[src/rtl/pcb_pkg.sv]
// Package: shared constants for the event counter bank.
// Assumes a 64-bit register port and 8-bit addresses split as region:index.
package pcb_pkg;
    localparam int DW      = 64;
    localparam int SEL_W   = 32;
    // address regions (upper nibble of bus_addr)
    localparam logic [3:0] RG_GPCNT = 4'h0;
    localparam logic [3:0] RG_GPSEL = 4'h1;
    localparam logic [3:0] RG_FXCNT = 4'h2;
    localparam logic [3:0] RG_MISC  = 4'h3;
    // misc region indices
    localparam logic [3:0] IX_FCTL  = 4'h0;
    localparam logic [3:0] IX_GEN   = 4'h1;
    localparam logic [3:0] IX_STAT  = 4'h2;
    localparam logic [3:0] IX_CLR   = 4'h3;
    // selector bit positions
    localparam int SB_USER  = 16;
    localparam int SB_KERN  = 17;
    localparam int SB_INT   = 20;
    localparam int SB_EN    = 22;
    localparam int SB_THR_L = 24;
    // fixed field bit positions
    localparam int FB_KERN  = 0;
    localparam int FB_USER  = 1;
    localparam int FB_INT   = 3;
endpackage

[src/rtl/pcb_gp_gate.sv]
// Module: pcb_gp_gate
// Turns one selector word plus the event inputs into the increment for a
// general counter. Applies line choice, enable, global enable, mode filter
// and the threshold. Assumes EVW <= 8 so a count fits the threshold field.
module pcb_gp_gate
    import pcb_pkg::*;
#(
    parameter int NUM_EV = 4,
    parameter int EVW    = 4
) (
    input  logic [SEL_W-1:0]      sel,
    input  logic                  glb_en,
    input  logic [NUM_EV*EVW-1:0] ev_cnt,
    input  logic                  ev_user,
    output logic [EVW-1:0]        inc
);
    logic [EVW-1:0] line_cnt;
    logic [7:0]     thr;
    logic           live;

    // pick the event line named by the selector code
    always_comb begin
        line_cnt = '0;
        for (int k = 0; k < NUM_EV; k++) begin
            if (sel[7:0] == 8'(k)) line_cnt = ev_cnt[k*EVW +: EVW];
        end
    end

    assign thr  = sel[SB_THR_L +: 8];
    assign live = glb_en && sel[SB_EN] &&
                  (ev_user ? sel[SB_USER] : sel[SB_KERN]);

    // raw count, or a single step when the threshold is met
    always_comb begin
        if (!live)
            inc = '0;
        else if (thr == 8'd0)
            inc = line_cnt;
        else
            inc = (8'(line_cnt) >= thr) ? {{(EVW-1){1'b0}}, 1'b1} : '0;
    end
endmodule

[src/rtl/pcb_counter.sv]
// Module: pcb_counter
// One CW-bit wrapping counter with a write port that takes priority over
// the increment. Reports a wrap combinationally in the cycle it happens.
// Assumes IW < CW.
module pcb_counter #(
    parameter int CW = 48,
    parameter int IW = 4
) (
    input  logic          clk,
    input  logic          rst_n,
    input  logic          wr,
    input  logic [CW-1:0] wr_val,
    input  logic [IW-1:0] inc,
    output logic [CW-1:0] val,
    output logic          ovf
);
    logic [CW:0] sum;

    assign sum = {1'b0, val} + (CW+1)'(inc);
    assign ovf = !wr && sum[CW];

    // hold, load from the register port, or advance modulo 2^CW
    always_ff @(posedge clk) begin
        if (!rst_n)
            val <= '0;
        else if (wr)
            val <= wr_val;
        else
            val <= sum[CW-1:0];
    end

    // a written value is what appears after the edge
    p_write_wins_r8: assert property (@(posedge clk) disable iff (!rst_n)
        $past(rst_n) && $past(wr) |-> val == $past(wr_val));
    // a wrap always lands below the value it started from
    p_wrap_drops_r4: assert property (@(posedge clk) disable iff (!rst_n)
        ovf |=> val < $past(val));
endmodule

[src/rtl/perf_counter_bank.sv]
// Module: perf_counter_bank (top)
// Bank of NUM_GP selectable counters and NUM_FIX fixed counters with global
// enable, sticky overflow status, write-one-to-clear and a level interrupt.
// Assumes NUM_GP <= FIX_BASE, FIX_BASE + NUM_FIX <= 64, NUM_GP and
// NUM_FIX <= 16, CW <= 64, EVW <= 8.
module perf_counter_bank
    import pcb_pkg::*;
#(
    parameter int NUM_GP   = 4,
    parameter int NUM_FIX  = 3,
    parameter int NUM_EV   = 4,
    parameter int EVW      = 4,
    parameter int CW       = 48,
    parameter int FIX_BASE = 32
) (
    input  logic                  clk,
    input  logic                  rst_n,
    input  logic [NUM_EV*EVW-1:0] ev_cnt,
    input  logic                  ev_user,
    input  logic [7:0]            bus_addr,
    input  logic                  bus_wr,
    input  logic [DW-1:0]         bus_wdata,
    output logic [DW-1:0]         bus_rdata,
    output logic                  irq
);
    localparam int FCW = 4 * NUM_FIX;

    logic [3:0]       rg, ix;
    logic [SEL_W-1:0] sel_q [NUM_GP];
    logic [FCW-1:0]   fctl_q;
    logic [DW-1:0]    gen_q, stat_q, ovf_vec, ien_vec, clr_mask;
    logic [CW-1:0]    gp_val [NUM_GP];
    logic [CW-1:0]    fx_val [NUM_FIX];
    logic [EVW-1:0]   gp_inc [NUM_GP];
    logic [EVW-1:0]   fx_inc [NUM_FIX];
    logic             gp_ovf [NUM_GP];
    logic             fx_ovf [NUM_FIX];

    assign rg       = bus_addr[7:4];
    assign ix       = bus_addr[3:0];
    assign clr_mask = (bus_wr && rg == RG_MISC && ix == IX_CLR) ? bus_wdata : '0;

    genvar g;
    generate
        for (g = 0; g < NUM_GP; g++) begin : gp
            logic sel_wr, cnt_wr;
            assign sel_wr = bus_wr && rg == RG_GPSEL && ix == 4'(g);
            assign cnt_wr = bus_wr && rg == RG_GPCNT && ix == 4'(g);

            // selector register for this counter
            always_ff @(posedge clk) begin
                if (!rst_n)      sel_q[g] <= '0;
                else if (sel_wr) sel_q[g] <= bus_wdata[SEL_W-1:0];
            end

            pcb_gp_gate #(.NUM_EV(NUM_EV), .EVW(EVW)) u_gate (
                .sel(sel_q[g]), .glb_en(gen_q[g]), .ev_cnt(ev_cnt),
                .ev_user(ev_user), .inc(gp_inc[g]));

            pcb_counter #(.CW(CW), .IW(EVW)) u_cnt (
                .clk(clk), .rst_n(rst_n), .wr(cnt_wr),
                .wr_val(bus_wdata[CW-1:0]), .inc(gp_inc[g]),
                .val(gp_val[g]), .ovf(gp_ovf[g]));

            // a thresholded selector advances by at most one per cycle
            p_thr_unit_r7: assert property (@(posedge clk) disable iff (!rst_n)
                sel_q[g][SB_THR_L +: 8] != 8'd0 |-> gp_inc[g] <= EVW'(1));
            // no advance while the global bit is clear
            p_glb_gate_r2: assert property (@(posedge clk) disable iff (!rst_n)
                !gen_q[g] |-> gp_inc[g] == '0);
        end

        for (g = 0; g < NUM_FIX; g++) begin : fx
            logic cnt_wr, on;
            assign cnt_wr = bus_wr && rg == RG_FXCNT && ix == 4'(g);
            assign on = gen_q[FIX_BASE+g] &&
                        (ev_user ? fctl_q[4*g+FB_USER] : fctl_q[4*g+FB_KERN]);
            assign fx_inc[g] = on ? ev_cnt[(g % NUM_EV)*EVW +: EVW] : '0;

            pcb_counter #(.CW(CW), .IW(EVW)) u_cnt (
                .clk(clk), .rst_n(rst_n), .wr(cnt_wr),
                .wr_val(bus_wdata[CW-1:0]), .inc(fx_inc[g]),
                .val(fx_val[g]), .ovf(fx_ovf[g]));
        end
    endgenerate

    // gather wrap flags and interrupt enables onto global bit positions
    always_comb begin
        ovf_vec = '0;
        ien_vec = '0;
        for (int i = 0; i < NUM_GP; i++) begin
            ovf_vec[i] = gp_ovf[i];
            ien_vec[i] = sel_q[i][SB_INT];
        end
        for (int j = 0; j < NUM_FIX; j++) begin
            ovf_vec[FIX_BASE+j] = fx_ovf[j];
            ien_vec[FIX_BASE+j] = fctl_q[4*j+FB_INT];
        end
    end

    // fixed control word and global enable registers
    always_ff @(posedge clk) begin
        if (!rst_n) begin
            fctl_q <= '0;
            gen_q  <= '0;
        end else if (bus_wr && rg == RG_MISC) begin
            if (ix == IX_FCTL) fctl_q <= bus_wdata[FCW-1:0];
            if (ix == IX_GEN)  gen_q  <= bus_wdata;
        end
    end

    // sticky status: clear by mask, then new wraps win
    always_ff @(posedge clk) begin
        if (!rst_n) stat_q <= '0;
        else        stat_q <= (stat_q & ~clr_mask) | ovf_vec;
    end

    assign irq = |(stat_q & ien_vec);

    // combinational register read mux
    always_comb begin
        bus_rdata = '0;
        case (rg)
            RG_GPCNT: for (int i = 0; i < NUM_GP; i++)
                          if (ix == 4'(i)) bus_rdata = DW'(gp_val[i]);
            RG_GPSEL: for (int i = 0; i < NUM_GP; i++)
                          if (ix == 4'(i)) bus_rdata = DW'(sel_q[i]);
            RG_FXCNT: for (int j = 0; j < NUM_FIX; j++)
                          if (ix == 4'(j)) bus_rdata = DW'(fx_val[j]);
            RG_MISC: begin
                if (ix == IX_FCTL) bus_rdata = DW'(fctl_q);
                if (ix == IX_GEN)  bus_rdata = gen_q;
                if (ix == IX_STAT) bus_rdata = stat_q;
            end
            default: bus_rdata = '0;
        endcase
    end

    // a set status bit survives unless its clear bit was written
    p_sticky_r5: assert property (@(posedge clk) disable iff (!rst_n)
        $past(rst_n) |-> (($past(stat_q) & ~$past(clr_mask)) & ~stat_q) == '0);
    // the interrupt line is never high with an empty status word
    p_irq_has_cause_r6: assert property (@(posedge clk) disable iff (!rst_n)
        irq |-> stat_q != '0);
    // any wrap is visible in status on the following cycle
    p_wrap_sets_r4: assert property (@(posedge clk) disable iff (!rst_n)
        ovf_vec != '0 |=> (stat_q & $past(ovf_vec)) == $past(ovf_vec));
endmodule

[config.mk]
export PLATFORM = sky130hd
export DESIGN_NAME = perf_counter_bank
export DESIGN_NICKNAME = d
export VERILOG_FILES = /design/src/rtl/pcb_pkg.sv /design/src/rtl/pcb_gp_gate.sv /design/src/rtl/pcb_counter.sv /design/src/rtl/perf_counter_bank.sv
export SDC_FILE = /design/constraint.sdc
export NUM_CORES = 2
export LEC_CHECK = 0
export BUFFER_PORTS_ARGS = -buffer_cell sky130_fd_sc_hd__clkbuf_2
export CORE_MARGIN = 1.5
export CORE_UTILIZATION = 55
export DETAILED_ROUTE_END_ITERATION = 12
export GPL_TIMING_DRIVEN = 1
export MAX_ROUTING_LAYER = met4
export PLACE_DENSITY = 0.81
export REMOVE_ABC_BUFFERS = 1
export SKIP_LAST_GASP = 1
export SYNTH_ARGS = -nofsm -noshare
export SYNTH_HDL_FRONTEND = slang
export SYNTH_HIERARCHICAL = 1
export SYNTH_SLANG_ARGS = --single-unit
[constraint.sdc]
create_clock -name clk -period 4.4 [get_ports clk]
set_clock_uncertainty 0.2 [all_clocks]
set_input_delay 0.44 -clock clk [delete_from_list [all_inputs] [get_ports clk]]
set_output_delay 0.44 -clock clk [all_outputs]
set_load 0.02 [all_outputs]
After elaboration in Yosys (flattened, before gate mapping)
Memory sizes are Yosys's and may differ from the RTL's. Index checks and enable logic that the tools add are counted.

Flip-flop bits (word level): 476. Memory bits (writable): 128. Input port bits: 92. Output and inout port bits: 65. Logic and storage cells: 180. Memories: 1.

Memory list: sel_q (depth 4, width 32, read ports 4, clocked after Yosys merged registers in 0, wr ports 4, RTL line perf_counter_bank.sv:29) `logic [SEL_W-1:0] sel_q [NUM_GP];`.

Add/subtract/negate cells: 7. Magnitude comparators: 4. Eq/ne operators: 18. Mux-type cells: 78. Bitwise logic cells: 8. Reductions and logical operators: 54.

Operators by type and width (count): $mux W64 (11); $mux W48 (9); $add A48 B4 Y49 (7); $pmux W64 S4 (1); $mux W32 (5); $mux W4 (27); $and A64 B35 Y64 (1); $and A64 B64 Y64 (1); $eq A8 B2 Y1 const B (8); $logic_not A8 Y1 (8); $not A64 Y64 (1); $or A64 B35 Y64 (1); $reduce_or A64 Y1 (1); $logic_and A1 B1 Y1 (34); $eq A8 B1 Y1 const B (4); $ge A4 B8 Y1 (4); $mux W1 (24); $eq A4 B2 Y1 const B (4); $mux W12 (1); $eq A4 B1 Y1 const B (2); $logic_not A4 Y1 (2); $logic_not A1 Y1 (7); $or A1 B1 Y1 (4); $reduce_and A2 Y1 (2).

Depth between registers and ports, before layout
An unclocked memory read counts as a cell.

Word-level depth: 13. Gate-level depth with buffers: 17. Depth with buffers taken out: 15.

By module
Netlist, hierarchy kept.

Modules (own cells, without submodules): pcb_counter (times used 7, cells an instance 347, area each 2775.2 µm², seq. area each 960.9 µm²); perf_counter_bank (times used 1, cells an instance 1629, area each 14780.4 µm², seq. area each 6646.4 µm²); pcb_gp_gate (times used 4, cells an instance 43, area each 355.3 µm², seq. area each 0.0 µm²).

Worst setup path before layout
Ideal clock, no wire load.

Path kind: input port to flip-flop. Start: input bus_addr[3]. End: memory sel_q[2][0], in the netlist sel_q[1][0] (enable). Setup time: 0.466 ns. Arrival time: 3.844 ns. Required time: 3.734 ns. Path slack: -0.109 ns. Stages: 5. Path buffers: 3. Cells stage by stage: or4b_1 > buf_2 > buf_1 > buf_1 > o21ai_0.

RTL lines: start, declared (RTL line perf_counter_bank.sv:20) `input logic [7:0] bus_addr,`; end, declared (RTL line perf_counter_bank.sv:29).

==> results.md <==
- Total number of nets in the final design: around 4400
- TritonCTS clock tree: yes
- Highest-delay cell along the critical path: edfxtp_1
- End of the critical path: gp[0].u_cnt/val[42]$_SDFF_PN0_
- Area taken by multi-input logic gates: 21000 um^2
- Number of register bits inferred by synthesis: 604
- Crit path required time: about 4700 ps
- Sequential standard cell area: 13400 um^2
- Max-Cap Viols: 0
- Worst-path fanout max: 13
- Die footprint: 66300 um^2
- Fin crit period: 4090 ps
- Max transition margin: 0.157
- Worst Max-Slew Pin Slew: around 1300 ps
- RSZ-0062 raised after global routing: no
- Number of ports placed on the die boundary: 157
- Port-buffer cells: 156
- Placeable core region: 64200 um^2
- Critical path's largest stage delay: 530 ps
- Remaining design rule violation count: 0
- Depth of the most critical reg-to-reg path: 15
- Top cell type's share of synthesized area: 0.267
- Via count of the first global-routing pass: 32300
- Share of synthesized flip-flops with an asynchronous set or reset: 0
- Period utilization: 0.928
- Fraction of the yosys area taken by sequential cells: 0.375
- Top cells by count, synth: 476 x dfxtp_1, 352 x nand2_1, 349 x o21ai_0
- Cell area after synthesis: 35600 um^2
- Worst hold path class: in2reg
- Worst R2R Start: sel_q[0][1]$_SDFFCE_PN0P_
- Row cnt: 93
- Y dimension of the die: roughly 260 um
- RePlAce Congestion: slightly below 1
- Ordered list of cells on the worst path: nor2b_1 > a211oi_1 > a211oi_1 > ha_1 > o21ai_0 > a21oi_1 > o31a_1 > ha_1 > fa_1 > nand3_1 > nand2_1 > nand4_1 > buf_4 > or4_1 > a31oi_1
- Routed wire length: around 130000 um
- Peak VDD IR: 0.279 mV
- Horizontal extent of the die: 258 um
- Post-detail-place hpwl: 88500 um
- Filler Cell Count: 5497
- Root buffer selected by CTS: clkbuf_16
- Count of unique library cells instantiated by Yosys: 70
- First-pass GRT wire length: 194000 um
- Number of failing hold endpoints at the final stage: 0
- Drt wl/cell: 24.6 um
- Leakage component of the power: 0.0142 uW
- Most instantiated flip-flop cell in the synthesis netlist: dfxtp_1
- Area leader, netlist: dfxtp_1
- Setup crit start kind: register
- Fraction of final layout cells sized beyond drive strength 1: 0.112
- Post-place instance area: 37400 um^2
- Vias per cell: 6.76
- Number of warnings issued by yosys: 6
- CTS buffer count: 67
- Initial antenna violation count: 12
- Antenna Violating Nets Remaining: 0
- Max clock buf depth: 3
- Timing-limited maximum frequency: 245 MHz
- Number of H-tree levels: 3
- Initial standard-cell utilization of the core: 0.555
- Syn-to-layout area delta: 11.8%
- Type of the worst setup path: reg2reg
- Count of pins over their slew limit: 0
- Grt ovf: 0
- Post-Synthesis Cells: ~4200
- Overall Global Routing Usage: 0.388
- Clock Sinks: approximately 600
- Number of enable-type register cells in the synthesized netlist: 128
- Clock Pin Slew Worst Setup and Hold Paths: 60 ps
- Post-route standard cell area excluding fillers: approximately 40000 um^2
- Most common cell in the netlist: dfxtp_1
- Worst setup EP type: register
- Cell types with the largest area share after synthesis: dfxtp_1 27%, edfxtp_1 11%, o21ai_0 4.9%, a21oi_1 4.7%, xor2_1 4.5%
- Arrival time worst endpoint: about 4400 ps
- Crit path from: sel_q[0][1]$_SDFFCE_PN0P_
- Crit Reg-Reg Endpoint: gp[0].u_cnt/val[42]$_SDFF_PN0_
- Power per cell area: 314 nW/um^2
- Mean instance size in the synthesized netlist: 8.42 um^2
- Reg-to-reg slack, setup: ~310 ps
- Clock insertion delay at the later pin of the skew report: approximately 630 ps
- Total power of the final layout: 12500 uW
- Total via count in the routed design: ~35000
- Run status: finished clean
- Number of DRC markers in iteration 0: 4545
- First-pass iteration count of the detailed router: 6
- Number of endpoints failing setup at the final stage: 0
- Largest net degree at the start of global routing: 95
[per-layer routing]
metal  wire [um]  up-vias  GRT usage
met5           0        -          -
met4        9390        0      0.237
met3       13400      524     0.0849
met2       55000     2176      0.562
met1       50200    16700      0.492
li1            -    15800          -
[cell type report]
| cell class | instances | share of cell area |
|---|---|---|
| diodes | 9 | 0.000565 |
| multi-input cells | 3280 | 0.526 |
| clock inverters | 24 | 0.00716 |
| inverters | 41 | 0.00386 |
| flip-flops and latches | 604 | 0.336 |
| well taps | 855 | 0.0269 |
| clock buffers | 99 | 0.0487 |
| repair buffers | 299 | 0.0507 |
[flip-flops by register name (all words and copies together), names as in the netlist]
signal and cells:
gp.u_cnt/val 192, fx.u_cnt/val 144, sel_q 128, gen_q 64, stat_q 64, fctl_q 12
[cells by family (layout without fill, tap and decap cells)]
kind of cell / Yosys count / after routing / synth area share
AND/OR/NAND/NOR: 1629 / 1629 / 0.251
adder cells (fa/ha/maj): 51 / 51 / 0.0194
buffers and inverters: 346 / 463 / 0.0402
XOR/XNOR: 238 / 238 / 0.0585
other: 0 / 9 / 0
flip-flops: 604 / 604 / 0.375
AO/OA/AOI/OAI: 1239 / 1239 / 0.219
multiplexers: 123 / 123 / 0.0366
[metrics by stage]
step	setup TNS (ps)	instances	worst slack (ps)	hold WS (ps)	util
after global placement	0	5060	403	218	0.582
final	0	5211	315	21.7	0.620
after floorplan	-374760	3925	-2750	212	-
after detailed placement	0	5060	305	222	0.582
after CTS	0	5200	336	8.58	0.619
after global routing	0	5211	22.7	17.6	0.620
[what timing repair did]
item                                    in CTS  in global routing
hold buffers                                17                  0
endpoints found under the hold margin       33                  0
endpoints found under the setup margin       0                  3
buffers inserted                             0                  2
gates resized for setup                      0                  1
[placed cells by master, fill, tap and decap left out, types with 153 or more instances in the layout]
cell type    n
dfxtp_1    476
clkbuf_2   153
and2_1     189
xor2_1     182
nor2_1     200
nand2_1    352
nand3_1    178
nand4_1    212
o21ai_0    345
a21oi_1    332
[report_power, final]
part,switching (uW),internal [uW]
sequential,76.1,5740
clock,2420,3380
combinational,626,265
[critical path: cells and delay by family, from the launching register on]
kind,cells,cell delay (ps)
adders and majority gates,3,790
DFF,1,530
buffers and inverters,1,210
and+or+nand+nor,5,1080
AOI/OAI and AO/OA,6,1190
[how the worst min path moves through the flow]
stage	from	to	slack [ps]	depth (start not counted)
finish	bus_wdata[44]	stat_q[44]$_SDFF_PN0_	20	2
global route	bus_wdata[40]	stat_q[40]$_SDFF_PN0_	20	2
CTS	bus_wdata[43]	stat_q[43]$_SDFF_PN0_	9	2
detailed placement	stat_q[8]$_SDFF_PN0_	stat_q[8]$_SDFF_PN0_	220	2
global placement	stat_q[41]$_SDFF_PN0_	stat_q[41]$_SDFF_PN0_	220	2
floorplan	stat_q[35]$_SDFF_PN0_	stat_q[35]$_SDFF_PN0_	210	2
No activity file was read; power rests on OpenSTA's default activity.
